`config.mk`:
```
export PLATFORM = sky130hd
export DESIGN_NAME = mem_addr_arb
export DESIGN_NICKNAME = d
export VERILOG_FILES = /design/src/rtl/mem_arb_pkg.sv /design/src/rtl/addr_counter.sv /design/src/rtl/prio_arbiter.sv /design/src/rtl/mem_addr_arb.sv
export SDC_FILE = /design/constraint.sdc
export NUM_CORES = 1
export LEC_CHECK = 0
export ABC_AREA = 1
export BUFFER_PORTS_ARGS = -buffer_cell sky130_fd_sc_hd__buf_2
export CAP_MARGIN = 40
export CELL_PAD_IN_SITES_DETAIL_PLACEMENT = 0
export CELL_PAD_IN_SITES_GLOBAL_PLACEMENT = 1
export CORE_MARGIN = 2
export CORE_UTILIZATION = 25
export CTS_CLUSTER_SIZE = 30
export DETAILED_ROUTE_END_ITERATION = 10
export PLACE_DENSITY_LB_ADDON = 0.1
export SETUP_SLACK_MARGIN = 0.02
export SLEW_MARGIN = 10
export SYNTH_ARGS = -nofsm -noshare
export SYNTH_HDL_FRONTEND = slang
export SYNTH_SLANG_ARGS = --single-unit
```
`constraint.sdc`:
```
create_clock -name clk_i -period 2.2 [get_ports clk_i]
set_input_delay 0.44 -clock clk_i [delete_from_list [all_inputs] [get_ports clk_i]]
set_output_delay 0.44 -clock clk_i [all_outputs]
set_load 0.01 [all_outputs]
```
`src/rtl/mem_arb_pkg.sv`:
```
package mem_arb_pkg;
  localparam int unsigned ADDR_W  = 15;
  localparam int unsigned NUM_SRC = 5;
endpackage

```
`src/rtl/addr_counter.sv`:
```
module addr_counter #(
  parameter int unsigned AW = 15
) (
  input  logic          clk_i,
  input  logic          rst_ni,
  input  logic          zero_i,
  input  logic          load_i,
  input  logic [AW-1:0] load_val_i,
  input  logic          adv_i,
  output logic [AW-1:0] cur_o
);
  logic [AW-1:0] cnt_q;

  // load bypasses into the current access
  assign cur_o = load_i ? load_val_i : cnt_q;

  always_ff @(posedge clk_i or negedge rst_ni) begin
    if (!rst_ni)     cnt_q <= '0;
    else if (zero_i) cnt_q <= '0;
    else             cnt_q <= cur_o + AW'(adv_i);
  end
endmodule

```
`src/rtl/prio_arbiter.sv`:
```
module prio_arbiter #(
  parameter int unsigned N = 5
) (
  input  logic [N-1:0] req_i,
  output logic [N-1:0] gnt_o
);
  always_comb begin
    logic found;
    found = 1'b0;
    gnt_o = '0;
    for (int i = 0; i < N; i++) begin
      if (req_i[i] && !found) begin
        gnt_o[i] = 1'b1;
        found    = 1'b1;
      end
    end
  end
endmodule

```
`src/rtl/mem_addr_arb.sv`:
```
module mem_addr_arb
  import mem_arb_pkg::*;
#(
  parameter int unsigned AW = ADDR_W,
  parameter int unsigned N  = NUM_SRC
) (
  input  logic            clk_i,
  input  logic            rst_ni,
  input  logic            slot_en_i,
  input  logic [N-1:0]    req_i,
  input  logic [N-1:0]    wr_i,
  input  logic [N-1:0]    load_i,
  input  logic [N*AW-1:0] load_addr_i,
  input  logic            clear_start_i,
  output logic [N-1:0]    gnt_o,
  output logic [AW-1:0]   addr_o,
  output logic            ce_no,
  output logic            we_no,
  output logic            oe_no,
  output logic            zero_fill_o,
  output logic            clear_done_o
);
  localparam int unsigned CLR = N - 1;

  logic          clearing_q, done_q;
  logic [N-1:0]  req_eff, wr_eff, arb_gnt, pick;
  logic [AW-1:0] cur [N];
  logic [AW-1:0] sel_addr;
  logic          sel_wr, last_hit;

  logic [N-1:0]  gnt_q;
  logic [AW-1:0] addr_q;
  logic          act_q, wr_q, zero_q;

  always_comb begin
    req_eff      = req_i;
    wr_eff       = wr_i;
    req_eff[CLR] = (req_i[CLR] | clearing_q) & ~clear_start_i;
    wr_eff[CLR]  = wr_i[CLR] | clearing_q;
  end

  prio_arbiter #(.N(N)) u_arb (
    .req_i (req_eff),
    .gnt_o (arb_gnt)
  );

  assign pick = slot_en_i ? arb_gnt : '0;

  for (genvar k = 0; k < N; k++) begin : g_cnt
    addr_counter #(.AW(AW)) u_cnt (
      .clk_i      (clk_i),
      .rst_ni     (rst_ni),
      .zero_i     ((k == CLR) ? clear_start_i : 1'b0),
      .load_i     (load_i[k]),
      .load_val_i (load_addr_i[k*AW +: AW]),
      .adv_i      (pick[k]),
      .cur_o      (cur[k])
    );
  end

  always_comb begin
    sel_addr = '0;
    sel_wr   = 1'b0;
    for (int k = 0; k < N; k++) begin
      sel_addr = sel_addr | (cur[k] & {AW{pick[k]}});
      sel_wr   = sel_wr | (wr_eff[k] & pick[k]);
    end
  end

  assign last_hit = clearing_q & pick[CLR] & (&cur[CLR]);

  always_ff @(posedge clk_i or negedge rst_ni) begin
    if (!rst_ni) begin
      clearing_q <= 1'b0;
      done_q     <= 1'b0;
    end else if (clear_start_i) begin
      clearing_q <= 1'b1;
      done_q     <= 1'b0;
    end else if (last_hit) begin
      clearing_q <= 1'b0;
      done_q     <= 1'b1;
    end
  end

  always_ff @(posedge clk_i or negedge rst_ni) begin
    if (!rst_ni) begin
      gnt_q  <= '0;
      addr_q <= '0;
      act_q  <= 1'b0;
      wr_q   <= 1'b0;
      zero_q <= 1'b0;
    end else if (slot_en_i) begin
      gnt_q  <= pick;
      act_q  <= |pick;
      wr_q   <= sel_wr;
      zero_q <= pick[CLR] & clearing_q;
      if (|pick) addr_q <= sel_addr;
    end
  end

  assign gnt_o        = gnt_q;
  assign addr_o       = addr_q;
  assign ce_no        = ~act_q;
  assign we_no        = ~(act_q & wr_q);
  assign oe_no        = ~(act_q & ~wr_q);
  assign zero_fill_o  = zero_q;
  assign clear_done_o = done_q;
endmodule

```
# Yosys cells after proc, flatten, opt, wreduce, memory -nomap -nowiden
# Cells that the tools add are included.
[op_classes] bitwise=30 reduce_logical=12 n_mux=19 addsub=5
[ops] cell="$mux W15" count=6
[ops] cell="$add A15 B1 Y15" count=5
[ops] cell="$and A15 B15 Y15" count=5
[ops] cell="$or A15 B15 Y15" count=4
[ops] cell="$reduce_and A15 Y1" count=1
[ops] cell="$mux W1" count=12
[ops] cell="$and A1 B1 Y1" count=10
[ops] cell="$or A1 B1 Y1" count=6
[ops] cell="$mux W5" count=1
[ops] cell="$not A1 Y1" count=5
[ops] cell="$reduce_or A5 Y1" count=1
[ops] cell="$logic_and A1 B1 Y1" count=4
[ops] cell="$logic_not A1 Y1" count=4
[ops] cell="$reduce_and A2 Y1" count=1
[ops] cell="$reduce_bool A2 Y1" count=1
[totals] reg_bits=100 output_inout_bits=25 inputBits=94

# Logic depth before layout (Yosys ltp)
# Gate-level depths: netlist (run 1).
[depth] word_depth=19 mapped_depth=14

# Cells and area by module
# A second synthesis (run 1) with hierarchy kept.
[unflattened] cells_unflattened=1014 hier_area_um2=6974.2
[modules_own_cells] mod="addr_counter" cells_per_inst=152 seq_area_each_um2=375.4 area_each_um2=1073.5 n_inst=5
[modules_own_cells] mod="mem_addr_arb" cells_per_inst=243 seq_area_each_um2=625.6 area_each_um2=1560.2 n_inst=1
[modules_own_cells] mod="prio_arbiter" cells_per_inst=11 seq_area_each_um2=0.0 area_each_um2=46.3 n_inst=1

# Worst setup path before layout (run 1)
# Ideal clock, no wire load.
[synth_path] path_type="input-to-reg" start="input slot_en_i" end="register g_cnt[3].u_cnt.cnt_q[14]" setup_time_ns=0.117 arrival_ns=2.131 setup_slack_ns=-0.048 required_time_ns=2.083 cell_stages=11 n_path_buf=2 cell_sequence="buf_2 -> inv_2 -> nor4_4 -> buf_4 -> ha_1 -> ha_1 -> nand3_1 -> nor2_1 -> nand3_1 -> nand2_1 -> nand2_1"
[synth_between] elab_chain_len=2
[synth_rtl] element="start, declared" line_no="mem_addr_arb.sv:9" rtl="input logic slot_en_i,"
[synth_rtl] element="$mux W5" line_no="mem_addr_arb.sv:47" rtl="assign pick = slot_en_i ? arb_gnt : '0;"
[synth_rtl] element="net g_cnt[3].u_cnt.adv_i" line_no="addr_counter.sv:9" rtl="input logic adv_i,"
[synth_rtl] element="$add A15 B1 Y15" line_no="addr_counter.sv:20" rtl="else cnt_q <= cur_o + AW'(adv_i);"
[synth_rtl] element="end signal, assigned" line_no="addr_counter.sv:20"
[synth_rtl] element="end, declared" line_no="addr_counter.sv:12" rtl="logic [AW-1:0] cnt_q;"
# The timed path passes the listed nets, and every way through them passes these cells.
# A chain may end at the register's enable or synchronous reset.

# Worst setup path in the final report (run 1)
[layout_path] start="register clearing_q" end="register g_cnt[4].u_cnt.cnt_q[9]"
[layout_between] elab_chain_len=7
[layout_rtl] element="start, declared" line_no="mem_addr_arb.sv:25" rtl="logic clearing_q, done_q;"
[layout_rtl] element="start signal, assigned" line_no="mem_addr_arb.sv:74" rtl="clearing_q <= 1'b0;"
[layout_rtl] element="start signal, assigned" line_no="mem_addr_arb.sv:77" rtl="clearing_q <= 1'b1;"
[layout_rtl] element="start signal, assigned" line_no="mem_addr_arb.sv:80" rtl="clearing_q <= 1'b0;"
[layout_rtl] element="$or A1 B1 Y1" line_no="mem_addr_arb.sv:38" rtl="req_eff[CLR] = (req_i[CLR] | clearing_q) & ~clear_start_i;"
[layout_rtl] element="$and A1 B1 Y1" line_no="mem_addr_arb.sv:38"
[layout_rtl] element="$logic_and A1 B1 Y1" line_no="prio_arbiter.sv:12" rtl="if (req_i[i] && !found) begin"
[layout_rtl] element="$mux W1" line_no="prio_arbiter.sv:12"
[layout_rtl] element="$mux W5" line_no="mem_addr_arb.sv:47"
[layout_rtl] element="$add A15 B1 Y15" line_no="addr_counter.sv:20"
[layout_rtl] element="$mux W15" line_no="addr_counter.sv:19" rtl="else if (zero_i) cnt_q <= '0;"
[layout_rtl] element="end signal, assigned" line_no="addr_counter.sv:20"
[layout_rtl] element="end, declared" line_no="addr_counter.sv:12"
# Every way passes these cells.

==> qor.csv, run 1 <==
metric,value,unit
worst_pin_slew,0.511,ns
crit_start,clearing_q,
cts_inserted_buffers,9,
die_x,164,microns
p_total,0.00480,W
wl_met2,10.5,mm
routabilityCongestion,0.810,
ant_nets,0,
htreeDepth,3,
synth_edf_count,0,
die_h,164,microns
final_cell_mix,"314 x nand2_1, 133 x inv_1, 117 x buf_2, 100 x dfrtp_1, 98 x nor2_1",
wl,21.7,mm
finalSetupTns,0,ns
clk-insertion-delay-late,0.35,ns
syn_nets,1023,
syn_avg_cell_area,6.96,sq um
vdd_drop_max,0.000291,V
dp_slack,0.00987,ns
critical_path_required,2.45,ns
setup_viol,0,
powerDensity,605,nW/um^2
cts_tree,done,
crit_type,reg -> reg,
synth_warnings,0,
synth-main-ff-cell,dfrtp_1,
ios,119,
routed-via-count,5986,
num_rows,58,
drc,0,
core-area,25100,sq um
syn-cell-area,6390,sq um
rsz0062_at_grt,no,
post_cts_buffers,0,
period_needed,1.90,ns
synth-seq-area-share,39.2,%
synthArstFlopShare,100,%
drive_above_1_share,21.4,%
wire_per_inst,15.4,microns
grt_pass1_vias,5803,
worst_slack,0.301,ns
slew-limit-headroom,65.6,%
top_layer_used,met4,
place_hpwl,17.7,mm
fmaxAchievable,527,MHz
skew,0.00683,ns
grt_pass1_wl,33.5,mm
grt_start_max_net_pins,51,
via_per_inst,4.25,
firstDrtPassIters,4,
dpl_cell_area,7620,sq um
yosysUniqueCellTypes,35,
clockBufferDepth,2,
status,completed,
dieArea,26900,sq um
synth_cells,918,
endpoint_kind,register,
fin_area,7930,sq um
layout.nets,1178,
start_util,25.4,%
path_clk_slew,0.07,ns
cap_violations,0,
drv_slew,0,
fillers,2864,
start_kind,register,
clkSinkCount,100,
first_iter_violations,243,
dr_wl_met3,680,microns
area_growth,24.1,%
reg2reg_from,clearing_q,
grt_util_all_layers,16.6,%
cp.arrival,2.14,ns
wl_met1,10.3,mm
root_buffer,clkbuf_16,
port_buffers,118,
hold_viol_final,0,
fin_crit_sh,86.3,%
n_antenna_cell,0,
grt-ovfl-total,0,
ys_ff_latch,100,
hold_start,clear_start_i,
final_common_cell,nand2_1,
hold_path.class,in -> reg,
antenna_found_initial,0,
critical_path.max_fanout,5,
p_leak,4.16,nW
flip-flops by register name, summed over array words and instances (netlist names):
register / flops
clear_done_o: 1
wr_q: 1
zero_fill_o: 1
g_cnt.u_cnt.cnt_q: 75
addr_o: 15
gnt_o: 5
act_q: 1
clearing_q: 1
cells in the mapped netlist, drive strengths merged, types with 4 or more instances:
library cell	n	share of area [%]
a21oi	20	1.6
buf	21	2.5
dfrtp	100	39
ha	11	2.2
inv	136	8.0
mux2	4	0.70
nand2	317	19
nand3	39	3.1
nand4	26	2.5
nor2	109	6.8
nor3	7	1.1
o21ai	79	7.2
xnor2	7	0.96
xor2	27	3.7
worst max-delay path, stage by stage (launching register included):
cell	delay, ns
dfrtp_1	0.37
inv_1	0.09
nand2_1	0.07
nand3_1	0.11
nor2_2	0.15
ha_1	0.24
buf_4	0.15
nand3_1	0.11
nor2_2	0.20
nand2_1	0.09
o21ai_0	0.14
nor2_1	0.06
layer usage:
layer	up-vias	GRT usage [%]
met3	9	1.64
met5	-	0
met4	0	3.95
li1	3152	-
met1	2725	22.4
met2	100	28.6
logic make-up after synthesis:
family	synth area share (%)
xor gates and xnor gates	4.66
and+or+nand+nor	33.3
DFF	39.2
AOI/OAI and AO/OA	9.34
muxes	0.705
buffers and inverters	10.7
adders and majority gates	2.15
where the power goes:
group / total [W] / switching [W] / leakage, nW / internal, W
combinational: 0.00103 / 0.000658 / 2.79 / 0.000368
clock: 0.00168 / 0.000764 / 0.147 / 0.000916
sequential: 0.00209 / 0.0000780 / 1.23 / 0.00201
final timing paths:
kind	to	slack, ns	cells after the start
hold reg to reg	zero_fill_o	0.48	1
setup reg to reg	g_cnt[4].u_cnt.cnt_q[9]	0.30	11
hold / removal	g_cnt[4].u_cnt.cnt_q[1]	0.31	2
max in group asynchronous	g_cnt[3].u_cnt.cnt_q[12]	0.94	3
min in group asynchronous	clear_done_o	0.54	2
setup / recovery	g_cnt[4].u_cnt.cnt_q[9]	0.30	11
through the flow:
step | utilization (%) | hold slack (ns) | cells
detailed placement | 30.3 | 0.380 | 1391
floorplan | - | 0.144 | 918
CTS | 31.6 | 0.306 | 1408
global route | 31.6 | 0.315 | 1408
finish | 31.6 | 0.310 | 1408
global placement | 30.3 | 0.381 | 1391
timing repair:
action,in CTS,in global routing
gates resized for setup,0,1
hold endpoints to repair,3,0
hold buffers,1,0
setup endpoints to repair,0,1
cell type report:
class | count | area (sq um) | share of cell area (%)
Clock inverter | 4 | 48.8 | 0.616
Multi-Input combinational cell | 658 | 3220 | 40.7
Tap cell | 330 | 413 | 5.21
Timing Repair Buffer | 167 | 976 | 12.3
Sequential cell | 100 | 2500 | 31.6
Clock buffer | 12 | 246 | 3.11
Inverter | 137 | 517 | 6.52
No activity file was read; power rests on OpenSTA's default activity.
==> run 2, diff against run 1 <==
--- a/config.mk
+++ b/config.mk
@@ -15,6 +15,7 @@
 export CTS_CLUSTER_SIZE = 30
 export DETAILED_ROUTE_END_ITERATION = 10
 export PLACE_DENSITY_LB_ADDON = 0.1
+export RECOVER_POWER = 50
 export SETUP_SLACK_MARGIN = 0.02
 export SLEW_MARGIN = 10
 export SYNTH_ARGS = -nofsm -noshare
==> run 2 against run 1 <==
Against the previous run:
- via count is 0.18% lower
- hold slack got worse by 0.00080 ns
- register-to-register slack worse by 0.02 ns
- clock skew about the same
- utilization down 0.22 points
- sequential power hardly changed
==> qor.csv, run 2 (synthesis gave the netlist of run 1 again) <==
metric,value,unit
hold_depth,2,
slowest_stage,clkbuf_1,
cts_inserted_buffers,9,
worst_pin_slew,0.915,ns
slew-limit-headroom,39.0,%
status,completed,
wire_per_inst,15.4,microns
die_x,164,microns
dpl.cell_count,1391,
fmaxAchievable,487,MHz
grt_pass1_wl,33.5,mm
drv_slew,0,
clockBufferDepth,2,
via_per_inst,4.24,
period_needed,2.05,ns
first_iter_violations,250,
layout.nets,1178,
slowest_delay,0.32,ns
ant_nets,0,
drc,0,
n_antenna_cell,0,
wl,21.7,mm
place_hpwl,17.7,mm
vdd_drop_max,0.000272,V
hold_start,clear_start_i,
regToRegEndpoint,g_cnt[4].u_cnt.cnt_q[9],
reg2regPathDepth,11,
setup_viol,0,
start_util,25.4,%
r2r_slack,0.28,ns
grt_pass1_vias,5803,
drive_above_1_share,18.7,%
dieArea,26900,sq um
start_kind,primary input,
dp_slack,0.00987,ns
clkSinkCount,100,
grt_util_all_layers,16.6,%
path_cells,clkbuf_1 -> inv_4 -> nor4_4 -> clkbuf_1 -> ha_1 -> ha_2 -> nand3_2 -> inv_1 -> nand2_1 -> o21ai_1 -> nand2_1,
grt-ovfl-total,0,
routed-via-count,5975,
reg2reg_from,clearing_q,
largest_register,g_cnt.u_cnt.cnt_q,
finalSetupTns,0,ns
hold_viol_final,0,
num_rows,58,
endpoint_kind,register,
powerDensity,608,nW/um^2
seq_area,2500,sq um
skew,0.00635,ns
critical_path_required,2.45,ns
fin_cells,1408,
final_common_cell,nand2_1,
whs_endpoint,g_cnt[4].u_cnt.cnt_q[1],
port_buffers,118,
cap_violations,0,
rsz0062_at_grt,no,
multi_input_area,3220,sq um
path_clk_slew,0.07,ns
routabilityCongestion,0.810,
core-area,25100,sq um
p_leak,4.06,nW
clk-insertion-delay-late,0.35,ns
crit_type,in -> reg,
fillers,2875,
largest_register_ffs,75,
cts_tree,done,
fin_area,7870,sq um
p_total,0.00478,W
final_cell_mix,"314 x nand2_1, 133 x inv_1, 100 x dfrtp_1, 98 x nor2_1, 95 x buf_2",
area_growth,23.2,%
hold_path.class,in -> reg,
cp.arrival,2.30,ns
antenna_found_initial,0,
ios,119,
crit_start,slot_en_i,
dpl_cell_area,7620,sq um
worst_slack,0.145,ns
grt_start_max_net_pins,51,
htreeDepth,3,
die_h,164,microns
critical_path.max_fanout,7,
firstDrtPassIters,4,
fin_crit_sh,93.4,%
root_buffer,clkbuf_16,
[run 2: worst max path at each step]
stage / end / slack (ns) / cells past startpoint
after detailed placement: g_cnt[4].u_cnt.cnt_q[9] / 0.01 / 13
after global routing: g_cnt[4].u_cnt.cnt_q[12] / 0.006 / 12
after global placement: g_cnt[4].u_cnt.cnt_q[12] / 0.01 / 13
after CTS: g_cnt[4].u_cnt.cnt_q[12] / 0.25 / 11
after floorplan: g_cnt[3].u_cnt.cnt_q[10] / 0.02 / 11
final: g_cnt[3].u_cnt.cnt_q[10] / 0.15 / 11
[run 2: power by group]
part	internal, W	leakage (nW)	switching (W)
registers	0.00201	1.23	0.0000792
clock network	0.000916	0.147	0.000766
logic	0.000351	2.69	0.000659
[run 2: per-stage QoR]
| step | utilization [%] | hold WS, ns |
|---|---|---|
| after floorplan | - | 0.144 |
| after global placement | 30.3 | 0.381 |
| after detailed placement | 30.3 | 0.380 |
| after CTS | 31.6 | 0.306 |
| after global routing | 31.4 | 0.315 |
| final | 31.4 | 0.309 |
[run 2: layout make-up]
| class | count | area share (%) |
|---|---|---|
| clock buffers | 12 | 3.13 |
| clock inverters | 4 | 0.620 |
| inverters | 137 | 6.56 |
| multi-input cells | 658 | 40.9 |
| flip-flops and latches | 100 | 31.8 |
| well taps | 330 | 5.24 |
| repair buffers | 167 | 11.7 |
[run 2: metal layers]
metal,vias up,global-route usage (%),part of all wire (%)
li1,3153,-,-
met1,2735,22.4,48
met2,78,28.6,48
met3,9,1.64,2.6
met4,0,3.95,0.87
met5,-,0,0
[run 2: repair_timing]
item	in CTS	in global routing
gates resized for setup	0	1
hold buffers	1	0
setup endpoints to repair	0	1
setup buffers	0	0
endpoints found under the hold margin	3	0
[run 2: critical path: cells and delay by family]
kind                       cells  cell delay, ns
adders and majority gates      2            0.46
AOI/OAI and AO/OA              1            0.12
and+or+nand+nor                4            0.55
buffers and inverters          4            0.73
